## src/rtl/tpg_pkg.sv

```systemverilog
package tpg_pkg;
  typedef enum logic [1:0] {
    TPM_CONST_A = 2'd0,
    TPM_CONST_B = 2'd1,
    TPM_RAMP    = 2'd2,
    TPM_TOGGLE  = 2'd3
  } tpm_e;
endpackage

```

## src/rtl/tpg_ramp.sv

```systemverilog
module tpg_ramp #(
  parameter int W      = 24,
  parameter int STEP_W = 4
) (
  input  logic              clk,
  input  logic              rst,
  input  logic              live,
  input  logic              adv,
  input  logic [STEP_W-1:0] step,
  output logic [W-1:0]      value
);
  localparam int PAD = W - STEP_W;

  logic [W-1:0] acc;
  logic         armed;
  logic [W-1:0] incr;

  assign incr  = {{PAD{1'b0}}, step} + W'(1);
  assign value = armed ? acc : '0;

  always_ff @(posedge clk) begin
    if (rst) begin
      acc   <= '0;
      armed <= 1'b0;
    end else if (!live) begin
      armed <= 1'b0;
    end else if (adv) begin
      acc   <= value + incr;
      armed <= 1'b1;
    end
  end

  // the first advance after entry leaves acc at step+1
  p_ramp_first_r4: assert property (@(posedge clk) disable iff (rst)
    (live && adv && !armed) |=> (acc == {{PAD{1'b0}}, $past(step)} + W'(1)));
  // leaving the ramp disarms it
  p_ramp_restart_r6: assert property (@(posedge clk) disable iff (rst)
    !live |=> !armed);
  // no advance, no change
  p_ramp_hold_r8: assert property (@(posedge clk) disable iff (rst)
    (live && !adv) |=> $stable(acc));
endmodule

```

## src/rtl/tpg_alt.sv

```systemverilog
module tpg_alt (
  input  logic clk,
  input  logic rst,
  input  logic live,
  input  logic adv,
  output logic sel
);
  logic armed;
  logic tog;

  assign sel = armed ? tog : 1'b0;

  always_ff @(posedge clk) begin
    if (rst) begin
      armed <= 1'b0;
      tog   <= 1'b0;
    end else if (!live) begin
      armed <= 1'b0;
    end else if (adv) begin
      tog   <= ~sel;
      armed <= 1'b1;
    end
  end

  // each advance flips the selected word
  p_alt_flip_r7: assert property (@(posedge clk) disable iff (rst)
    (live && adv) |=> (sel != $past(sel)));
  // entry always starts on pattern 0
  p_alt_entry_r7: assert property (@(posedge clk) disable iff (rst)
    !live |=> !sel);
endmodule

```

## src/rtl/tpg_bank.sv

```systemverilog
module tpg_bank
  import tpg_pkg::*;
#(
  parameter int P0_LO_W = 16,
  parameter int P0_HI_W = 8,
  parameter int P1_LO_W = 8,
  parameter int STEP_W  = 4,
  localparam int W       = P0_LO_W + P0_HI_W,
  localparam int P1_HI_W = W - P1_LO_W
) (
  input  logic               clk,
  input  logic               rst,
  input  logic               stb,
  input  logic [W-1:0]       adc,
  input  logic               en,
  input  logic [1:0]         mode,
  input  logic [STEP_W-1:0]  step,
  input  logic [P0_LO_W-1:0] p0_lo,
  input  logic [P0_HI_W-1:0] p0_hi,
  input  logic [P1_LO_W-1:0] p1_lo,
  input  logic [P1_HI_W-1:0] p1_hi,
  output logic [W-1:0]       dout,
  output logic               vld
);
  tpm_e         md;
  logic [W-1:0] pat0, pat1, ramp_val, nxt;
  logic         ramp_live, alt_live, alt_sel;

  assign md        = tpm_e'(mode);
  assign pat0      = {p0_hi, p0_lo};
  assign pat1      = {p1_hi, p1_lo};
  assign ramp_live = en && (md == TPM_RAMP);
  assign alt_live  = en && (md == TPM_TOGGLE);

  tpg_ramp #(.W(W), .STEP_W(STEP_W)) u_ramp (
    .clk(clk), .rst(rst), .live(ramp_live), .adv(stb),
    .step(step), .value(ramp_val)
  );

  tpg_alt u_alt (
    .clk(clk), .rst(rst), .live(alt_live), .adv(stb), .sel(alt_sel)
  );

  always_comb begin
    if (!en) begin
      nxt = adc;
    end else begin
      case (md)
        TPM_RAMP:   nxt = ramp_val;
        TPM_TOGGLE: nxt = alt_sel ? pat1 : pat0;
        default:    nxt = pat0;
      endcase
    end
  end

  always_ff @(posedge clk) begin
    if (rst) begin
      dout <= '0;
      vld  <= 1'b0;
    end else begin
      vld <= stb;
      if (stb) dout <= nxt;
    end
  end

  // valid follows the strobe by one cycle
  p_vld_r8: assert property (@(posedge clk) disable iff (rst)
    stb |=> vld);
  p_novld_r8: assert property (@(posedge clk) disable iff (rst)
    !stb |=> (!vld && $stable(dout)));
  // bypass passes the sampled conversion word
  p_bypass_r2: assert property (@(posedge clk) disable iff (rst)
    (stb && !en) |=> (dout == $past(adc)));
  // fixed codes give pattern 0
  p_fixed_r3: assert property (@(posedge clk) disable iff (rst)
    (stb && en && !mode[1]) |=> (dout == {$past(p0_hi), $past(p0_lo)}));
endmodule

```

## src/rtl/tpg_bank_array.sv

```systemverilog
module tpg_bank_array #(
  parameter int NUM_BANKS = 2,
  parameter int P0_LO_W   = 16,
  parameter int P0_HI_W   = 8,
  parameter int P1_LO_W   = 8,
  parameter int STEP_W    = 4,
  localparam int W        = P0_LO_W + P0_HI_W,
  localparam int P1_HI_W  = W - P1_LO_W
) (
  input  logic                           clk,
  input  logic                           rst,
  input  logic [NUM_BANKS-1:0]           smp_stb,
  input  logic [NUM_BANKS*W-1:0]         conv_data,
  input  logic [NUM_BANKS-1:0]           tp_en,
  input  logic [NUM_BANKS*2-1:0]         tp_mode,
  input  logic [NUM_BANKS*STEP_W-1:0]    ramp_step,
  input  logic [NUM_BANKS*P0_LO_W-1:0]   pat0_lo,
  input  logic [NUM_BANKS*P0_HI_W-1:0]   pat0_hi,
  input  logic [NUM_BANKS*P1_LO_W-1:0]   pat1_lo,
  input  logic [NUM_BANKS*P1_HI_W-1:0]   pat1_hi,
  output logic [NUM_BANKS*W-1:0]         dout,
  output logic [NUM_BANKS-1:0]           dout_vld
);
  for (genvar b = 0; b < NUM_BANKS; b++) begin : g_bank
    tpg_bank #(
      .P0_LO_W(P0_LO_W), .P0_HI_W(P0_HI_W),
      .P1_LO_W(P1_LO_W), .STEP_W(STEP_W)
    ) u_bank (
      .clk  (clk),
      .rst  (rst),
      .stb  (smp_stb[b]),
      .adc  (conv_data[b*W +: W]),
      .en   (tp_en[b]),
      .mode (tp_mode[b*2 +: 2]),
      .step (ramp_step[b*STEP_W +: STEP_W]),
      .p0_lo(pat0_lo[b*P0_LO_W +: P0_LO_W]),
      .p0_hi(pat0_hi[b*P0_HI_W +: P0_HI_W]),
      .p1_lo(pat1_lo[b*P1_LO_W +: P1_LO_W]),
      .p1_hi(pat1_hi[b*P1_HI_W +: P1_HI_W]),
      .dout (dout[b*W +: W]),
      .vld  (dout_vld[b])
    );
  end

  // nothing valid right after reset
  p_reset_r1: assert property (@(posedge clk)
    rst |=> (dout_vld == '0 && dout == '0));
endmodule

```

## config.mk

```make
export PLATFORM = sky130hd
export DESIGN_NAME = tpg_bank_array
export DESIGN_NICKNAME = d
export VERILOG_FILES = /design/src/rtl/tpg_pkg.sv /design/src/rtl/tpg_ramp.sv /design/src/rtl/tpg_alt.sv /design/src/rtl/tpg_bank.sv /design/src/rtl/tpg_bank_array.sv
export SDC_FILE = /design/constraint.sdc
export NUM_CORES = 1
export LEC_CHECK = 0
export BUFFER_PORTS_ARGS = -buffer_cell sky130_fd_sc_hd__buf_2
export CAP_MARGIN = 10
export CORE_ASPECT_RATIO = 0.7
export CORE_MARGIN = 1
export CORE_UTILIZATION = 54
export CTS_BUF_LIST = sky130_fd_sc_hd__clkbuf_8
export DETAILED_ROUTE_END_ITERATION = 8
export PLACE_DENSITY = 0.95
export SLEW_MARGIN = 20
export SYNTH_ARGS = -nofsm -noshare
export SYNTH_HDL_FRONTEND = slang
export SYNTH_SLANG_ARGS = --single-unit
```

## constraint.sdc

```tcl
create_clock -name clk -period 3.9 [get_ports clk]
set_input_delay 0.585 -clock clk [delete_from_list [all_inputs] [get_ports clk]]
set_output_delay 0.585 -clock clk [all_outputs]
set_load 0.1 [all_outputs]
```

==> impl_metrics.csv <==
group,metric,value,unit
run_status,status,"complete, no violations",
timing,setup_ws,1210,ps
synth,synth_warnings,0,
worst_setup_path,arrival,3000,ps
die,io_pins,212,
timing,hold_slack,447,ps
worst_setup_path,path_max_fanout,8,
synth,syn_avg_cell_area,7.65,sq um
placed_design,placedCellCount,1193,
timing,setup-tns-final,0,ps
layout,finalInstanceArea,8030,sq um
cts,clockBufferDepth,2,
detailed_routing,avgRoutedWirePerCell,17.5,um
min_path,hold_class,"in2reg",
die,die_area,13000,sq um
synth,synth_cell_type_count,62,
cts,cts_resized,0,
timing,fmax,372,MHz
timing,finalHoldViolations,0,
synth,ys_ff_latch,104,
cts,root_buffer,"clkbuf_8",
global_route,grt_max_degree,84,
cts,cts_hold_buffers,0,
cts,cts_sinks,104,
power,p_leak,3.57,nW
detailed_routing,wl,21200,um
layout,area_delta_synth_final,18.2,%
global_route,grt_pass1_vias,6292,
synth,synth_edf_count,0,
layout,layout_commonest_cell,"buf_2",
cts,clkTransAtPathRegs,110,ps
detailed_routing,drc,0,
detailed_routing,vias,7516,
layout,nets,1223,
detailed_routing,drt_iter0_markers,942,
cts,insertion_delay,380,ps
detailed_routing,postRouteAntennaNets,0,
global_route,overflow,0,
power,p_per_area,303,nW/um^2
global_route,grt_pass1_wl,32300,um
job,cap_violations,0,
cts,numCtsBuffers,9,
worst_setup_path,endpoint_kind,"register",
power,power,2.43,mW
timing,fin_crit_sh,0.689,
cts,cts_tree,"yes",
timing,rsz0062_at_grt,"false",
synth,synthesis.nets,1064,
synth,synth_cells,888,
placed_design,place_area,7840,sq um
global_route,antenna_found_initial,1,
timing,setup_violations,0,
synth,synth_seq_area_share,0.307,
placed_design,place_ws,1010,ps
layout,drive_gt1_frac,0.243,
synth,async_reset_ff_frac,0,
die,rows,33,
placed_design,port_buffers,211,
power,irDropWorstVdd,0.000250,V
global_route,grt_use_total,0.319,
cts,post_cts_buffers,0,
layout,regArea,2080,sq um
die,coreArea,12000,sq um
timing,fin_skew,16.4,ps
die,die_w,136,um
detailed_routing,viasPerCell,6.21,
worst_setup_path,start_kind,"register",
layout,nFillCells,990,
synth,synth_ff_type,"dfxtp_1",
detailed_routing,firstDrtPassIters,6,
placed_design,dp_hpwl,15800,um
cts,cts_max_level,3,
timing,tightest_slew,1100,ps
die,initial_core_util,0.567,
timing,slew_headroom,0.262,
placed_design,routabilityCongestion,0.966,
synth,syn_area,6790,sq um
layout,fin_util,0.670,
worst_setup_path,critical_path_class,"reg2reg",
timing,slew_violations,0,
layout,multi_input_area,4180,sq um
die,fp.dieH,95.8,um
worst_setup_path,cp_data_required_time,4210,ps
timing,finalCriticalPeriod,2690,ps
layout,mostFrequentLayoutCells,"211 x buf_2, 119 x nand2_1, 104 x dfxtp_1",
layout,layoutNonFillerInstCount,1210,
[cell type report]
cell class,count,share of cell area
repair buffers,226,0.147
inverters,53,0.0248
multi-input cells,653,0.521
clock inverters,6,0.00670
flip-flops and latches,104,0.259
diodes,2,0.000624
clock buffers,9,0.0154
well taps,157,0.0245
[logic make-up (layout without fill, tap and decap cells)]
group	Yosys count	in the layout	share of synthesized area
simple gates	297	297	0.220
xor+xnor	24	24	0.0310
other cells	0	2	0
mux	36	36	0.0533
fa+ha+maj	14	14	0.0280
compound gates	282	282	0.284
buf+inv	131	294	0.0772
flops	104	104	0.307
[per-layer routing]
| layer | share of wire | GRT usage | vias to the layer above |
|---|---|---|---|
| li1 | - | - | 3531 |
| met1 | 0.44 | 0.454 | 3455 |
| met2 | 0.43 | 0.473 | 473 |
| met3 | 0.11 | 0.0843 | 57 |
| met4 | 0.020 | 0.0778 | 0 |
| met5 | 0 | 0 | - |
[sequential cells by signal, indices dropped and copies added (netlist names)]
name and cells:
g_bank.u_bank.dout 48, g_bank.u_bank.u_ramp.acc 48, g_bank.u_bank.u_alt.armed 2, g_bank.u_bank.u_alt.tog 2, g_bank.u_bank.u_ramp.armed 2, g_bank.u_bank.vld 2
[path summary, 6_finish.rpt]
| path | startpoint | end | slack [ps] | depth (start not counted) |
|---|---|---|---|---|
| hold reg to reg | g_bank[1].u_bank.dout[20] | g_bank[1].u_bank.dout[20] | 460 | 2 |
| setup reg to reg | g_bank[1].u_bank.u_ramp.armed | g_bank[1].u_bank.u_ramp.acc[8] | 1210 | 10 |
| hold / removal | conv_data[40] | g_bank[1].u_bank.dout[16] | 450 | 3 |
| setup / recovery | g_bank[1].u_bank.u_ramp.armed | g_bank[1].u_bank.u_ramp.acc[8] | 1210 | 10 |
[worst max-delay path, cell delays in order, from the launching register on]
cell and delay, ps:
dfxtp_1 480, and2_1 180, ha_1 180, inv_1 60
fa_1 390, nor2b_1 210, o31a_1 150, buf_4 160
o21bai_1 120, or4_1 520, a31oi_1 170
[Yosys cell counts, types with 3 or more instances]
library cell / n / area (sq um)
a211o_1: 6 / 52.6
a211oi_1: 6 / 45.0
a21boi_0: 3 / 22.5
a21o_1: 4 / 30.0
a21oi_1: 55 / 275
a221o_1: 31 / 310
a221oi_1: 15 / 131
a31oi_1: 4 / 25.0
and2_1: 14 / 87.6
buf_1: 8 / 30.0
buf_2: 14 / 70.1
buf_4: 4 / 30.0
clkbuf_1: 52 / 195
dfxtp_1: 104 / 2080
ha_1: 12 / 150
inv_1: 53 / 199
mux2i_1: 35 / 350
nand2_1: 119 / 447
nand2b_1: 39 / 244
nand3_1: 20 / 100
nand4_1: 10 / 62.6
nor2_1: 46 / 173
nor2b_1: 4 / 25.0
nor3_1: 13 / 65.1
nor4_1: 6 / 37.5
nor4b_1: 3 / 26.3
o2111ai_1: 3 / 26.3
o211ai_1: 46 / 345
o21ai_0: 68 / 340
o21bai_1: 3 / 22.5
o22ai_1: 15 / 93.8
o311ai_0: 4 / 35.0
o31a_1: 3 / 26.3
o32ai_1: 3 / 26.3
or4_1: 5 / 37.5
xnor2_1: 19 / 166
xor2_1: 5 / 43.8
[power breakdown]
group,internal (mW),total (mW),switching (mW)
sequential,1.10,1.12,0.0212
combinational,0.184,0.663,0.479
clock,0.240,0.645,0.405
total,1.52,2.43,0.906
Power figures use the tool's default switching activity.
